## src/rtl/idle_chk_pkg.sv

```systemverilog
// Shared constants and the CRC step used by every lane of the idle packet checker.
// Assumes bytes are processed MSB first.
package idle_chk_pkg;

    localparam int BYTE_W = 8;

    typedef logic [BYTE_W-1:0] byte_t;

    // Advance an 8-bit CRC by one byte, shifting MSB first, Galois form.
    function automatic byte_t crc8_advance(input byte_t cur, input byte_t din, input byte_t poly);
        byte_t c;
        c = cur;
        for (int i = BYTE_W - 1; i >= 0; i--) begin
            if (c[BYTE_W-1] ^ din[i])
                c = (c << 1) ^ poly;
            else
                c = c << 1;
        end
        return c;
    endfunction

endpackage

```

## src/rtl/header_check.sv

```systemverilog
// Master-lane header checks. It accumulates even parity over the qualifier and grant
// bytes (3 or 5 by mode), remembers the qualifier, and reports both at the slot end.
// Assumes wide_mode and yellow_en are steady within a slot.
module header_check
    import idle_chk_pkg::*;
#(
    parameter int    SLOT_BYTES  = 16,
    parameter int    HDR_NARROW  = 3,
    parameter int    HDR_WIDE    = 5,
    parameter byte_t YELLOW_CODE = 8'h48,
    localparam int   POS_W       = $clog2(SLOT_BYTES)
) (
    input  logic             clk,
    input  logic             rst_n,
    input  logic             in_valid,
    input  logic [POS_W-1:0] pos,
    input  logic             last_beat,
    input  logic             wide_mode,
    input  logic             yellow_en,
    input  byte_t            din,
    output logic             parity_err,
    output logic             yellow_irq
);

    logic [POS_W-1:0] hdr_len;
    logic             in_hdr;
    logic             par_acc;
    byte_t            pq_q;

    assign hdr_len = wide_mode ? POS_W'(HDR_WIDE) : POS_W'(HDR_NARROW);
    assign in_hdr  = (pos < hdr_len);

    // Collect header parity and the qualifier byte during the header bytes.
    always_ff @(posedge clk) begin
        if (!rst_n) begin
            par_acc <= 1'b0;
            pq_q    <= '0;
        end else if (in_valid && in_hdr) begin
            if (pos == '0) begin
                par_acc <= ^din;
                pq_q    <= din;
            end else begin
                par_acc <= par_acc ^ (^din);
            end
        end
    end

    // Issue the parity and yellow pulses in the cycle after the last slot byte.
    always_ff @(posedge clk) begin
        if (!rst_n) begin
            parity_err <= 1'b0;
            yellow_irq <= 1'b0;
        end else begin
            parity_err <= in_valid && last_beat && par_acc;
            yellow_irq <= in_valid && last_beat && yellow_en && (pq_q == YELLOW_CODE);
        end
    end

endmodule

```

## config.mk

```make
export PLATFORM = sky130hd
export DESIGN_NAME = header_check
export DESIGN_NICKNAME = d
export VERILOG_FILES = /design/src/rtl/idle_chk_pkg.sv /design/src/rtl/header_check.sv
export SDC_FILE = /design/constraint.sdc
export NUM_CORES = 1
export LEC_CHECK = 0
export BUFFER_PORTS_ARGS = -buffer_cell sky130_fd_sc_hd__buf_4
export CORE_ASPECT_RATIO = 0.8
export CORE_MARGIN = 4
export CORE_UTILIZATION = 30
export DETAILED_ROUTE_END_ITERATION = 8
export PLACE_DENSITY = 0.5
export SLEW_MARGIN = 30
export SYNTH_ARGS = -nofsm -noshare
export SYNTH_HDL_FRONTEND = slang
export SYNTH_SLANG_ARGS = --single-unit
export TNS_END_PERCENT = 10
```

## constraint.sdc

```tcl
create_clock -name clk -period 2.3 [get_ports clk]
set_clock_uncertainty 0.05 [all_clocks]
set_input_delay 0.345 -clock clk [delete_from_list [all_inputs] [get_ports clk]]
set_output_delay 0.345 -clock clk [all_outputs]
set_load 0.005 [all_outputs]
```

==> impl_metrics.json <==
{
  "status": "complete, no violations",
  "ys_types": 21,
  "final_cell_area_um2": 759,
  "drt-initial-drc-count": 4,
  "cts.sinks": 11,
  "cp.arrival_ps": 2090,
  "r2r-start": "pq_q[2]",
  "area_delta_synth_final_pct": 34.0,
  "r2r-end": "yellow_irq",
  "place_congestion": 0.668,
  "cts_resized": 0,
  "drcViolationCount": 0,
  "drt_wl_total_um": 1110,
  "hold_viol_final": 0,
  "critPathLaunchType": "input port",
  "viasPerCell": 4.43,
  "min_to": "parity_err",
  "path_clk_slew_ps": 70,
  "route.vias.total": 439,
  "yosysTopAreaCellShare": 0.389,
  "synth-seq-area-share": 0.389,
  "placed_area_um2": 733,
  "antenna_cells": 0,
  "die_w_um": 56.6,
  "grt_max_degree": 11,
  "num_io_pins": 20,
  "required_ps": 2400,
  "synth-async-reset-ratio": 0,
  "antenna_found_initial": 0,
  "grt_setup_unrepaired": "false",
  "fin_tns_setup_ps": 0,
  "ys_seq_elements": 11,
  "hp-class": "input port to flip-flop",
  "clockBufferDepth": 2,
  "fmax_mhz": 503,
  "dp.cells": 95,
  "wl_per_cell_um": 11.2,
  "cpMostUsedCell": "buf_4",
  "fin_nets": 98,
  "holdCritStartpoint": "last_beat",
  "grt_overflow": 0,
  "drive_above_1_share": 0.325,
  "syn_area_per_cell_um2": 10.5,
  "cpPeakStageDelay_ps": 410,
  "critPathMaxFanout": 10,
  "crit_type": "input port to flip-flop",
  "synth_area_leaders": "dfxtp_1 (39%), mux2i_1 (14%), xnor2_1 (9.3%)",
  "ir_drop_uv": 340,
  "htreeDepth": 1,
  "leakage_nw": 0.297,
  "dieArea_um2": 2650,
  "r2r_slack_ps": 1250,
  "die_h_um": 46.9,
  "grtUsageTotal": 0.0956,
  "synth_top_cell_by_area": "dfxtp_1",
  "relSlewSlack": 0.774,
  "ys_warn_count": 0,
  "multi_input_area_um2": 320,
  "reg2reg_depth": 3,
  "grt_pass1_vias": 426,
  "cts_setup_buffers": 0,
  "coreArea_um2": 1710,
  "finalCritPeriodShare": 0.865,
  "fin_hold_ws_ps": 268,
  "ant_nets": 0,
  "layout.area.seq_um2": 220,
  "worstMarginPinSlew_ps": 330,
  "cts_hold_buf": 0,
  "instances_no_fill": 99,
  "power.density_nw_per_um2": 535,
  "synthFlopType": "dfxtp_1",
  "synth-edff-count": 0,
  "io_buffers": 19,
  "worstSkewPairLatency_ps": 270,
  "maxCapViolCount": 0,
  "crit_slowest_cell": "a2111oi_4",
  "syn_inst": 54,
  "grt_pass1_wl_um": 1810,
  "setup_viol": 0,
  "cts_made_buffers": 3,
  "cts_tree": "built",
  "initial_core_util": 0.332,
  "rows": 13,
  "clock-root-buffer": "clkbuf_4",
  "period_needed_ps": 1990,
  "crit_chain": "buf_4 > ha_1 > a21o_1 > a2111oi_4 > nor4b_4 > buf_4 > mux2i_1 > nor2_1",
  "synthTopCellsByCount": "dfxtp_1 (11), nor2_1 (9), mux2i_1 (8)",
  "cp-end-kind": "flip-flop",
  "maxSlewViolCount": 0,
  "synth_most_common_cell": "dfxtp_1",
  "synthesis.area_um2": 567,
  "final.fill_count": 172,
  "syn-num-nets": 74,
  "firstDrtPassIters": 4,
  "post-dp-hpwl_um": 881,
  "holdPathStages": 3
}
[how the worst max path moves through the flow]
stage	cells past startpoint	endpoint	start	slack, ps
finish	8	pq_q[2]	pos[1]	310
floorplan	7	par_acc	pos[1]	320
global route	8	pq_q[4]	pos[1]	190
detailed placement	8	pq_q[4]	pos[1]	20
global placement	8	par_acc	pos[1]	60
CTS	8	pq_q[3]	pos[1]	320
[sequential cells by signal, summed over array words and instances (netlist names)]
name and cells:
yellow_irq 1, parity_err 1, pq_q 8, par_acc 1
[metrics by stage]
step | total power, W | worst slack [ps] | util
5_1_grt | 0.000433 | 194 | 0.445
3_3_place_gp | 0.000278 | 55.5 | 0.429
6_report | 0.000406 | 310 | 0.445
2_1_floorplan | 0.000241 | 322 | -
3_5_place_dp | 0.000277 | 21.0 | 0.429
4_1_cts | 0.000415 | 316 | 0.445
[layout by cell type, fill, tap and decap left out, drive strengths merged, types with 2 or more instances in the layout]
cell	netlist	layout
a2111oi	2	2
dfxtp	11	11
inv	3	3
nor2	9	9
buf	1	20
xnor2	6	6
mux2i	8	8
clkbuf	0	4
ha	2	2
[where the power goes]
part / switching [W] / internal [W] / leakage, nW
sequential: 0.00000107 / 0.000194 / 0.0887
clock: 0.0000668 / 0.0000671 / 0.0150
combinational: 0.0000341 / 0.0000435 / 0.193
total: 0.000102 / 0.000304 / 0.297
[area by class of cell]
| type | count | share of cell area |
|---|---|---|
| Tap cell | 22 | 0.0362 |
| Timing Repair Buffer | 20 | 0.198 |
| Clock buffer | 4 | 0.0346 |
| Multi-Input combinational cell | 38 | 0.422 |
| Sequential cell | 11 | 0.290 |
| Inverter | 4 | 0.0198 |
[worst max-delay path: cells and delay by family]
family	cells	cell delay, ps
fa+ha+maj	1	280
simple gates	2	310
mux	1	200
compound gates	2	590
buf+inv	2	350
[routing by layer]
| metal | vias up | part of all wire | global-route usage |
|---|---|---|---|
| met3 | 0 | 0.075 | 0.0549 |
| li1 | 236 | - | - |
| met4 | 0 | 0 | 0.0284 |
| met2 | 12 | 0.43 | 0.143 |
| met1 | 191 | 0.50 | 0.118 |
| met5 | - | 0 | 0 |
[logic make-up (layout without fill, tap and decap cells)]
logic type / count (synthesis) / in the layout / share of synthesized area
adders and majority gates: 2 / 2 / 0.0441
DFF: 11 / 11 / 0.389
AOI/OAI and AO/OA: 5 / 5 / 0.0993
buffers and inverters: 5 / 28 / 0.0463
xor gates and xnor gates: 7 / 7 / 0.108
and+or+nand+nor: 16 / 16 / 0.172
muxes: 8 / 8 / 0.141
(Power assumes the default switching activity.)
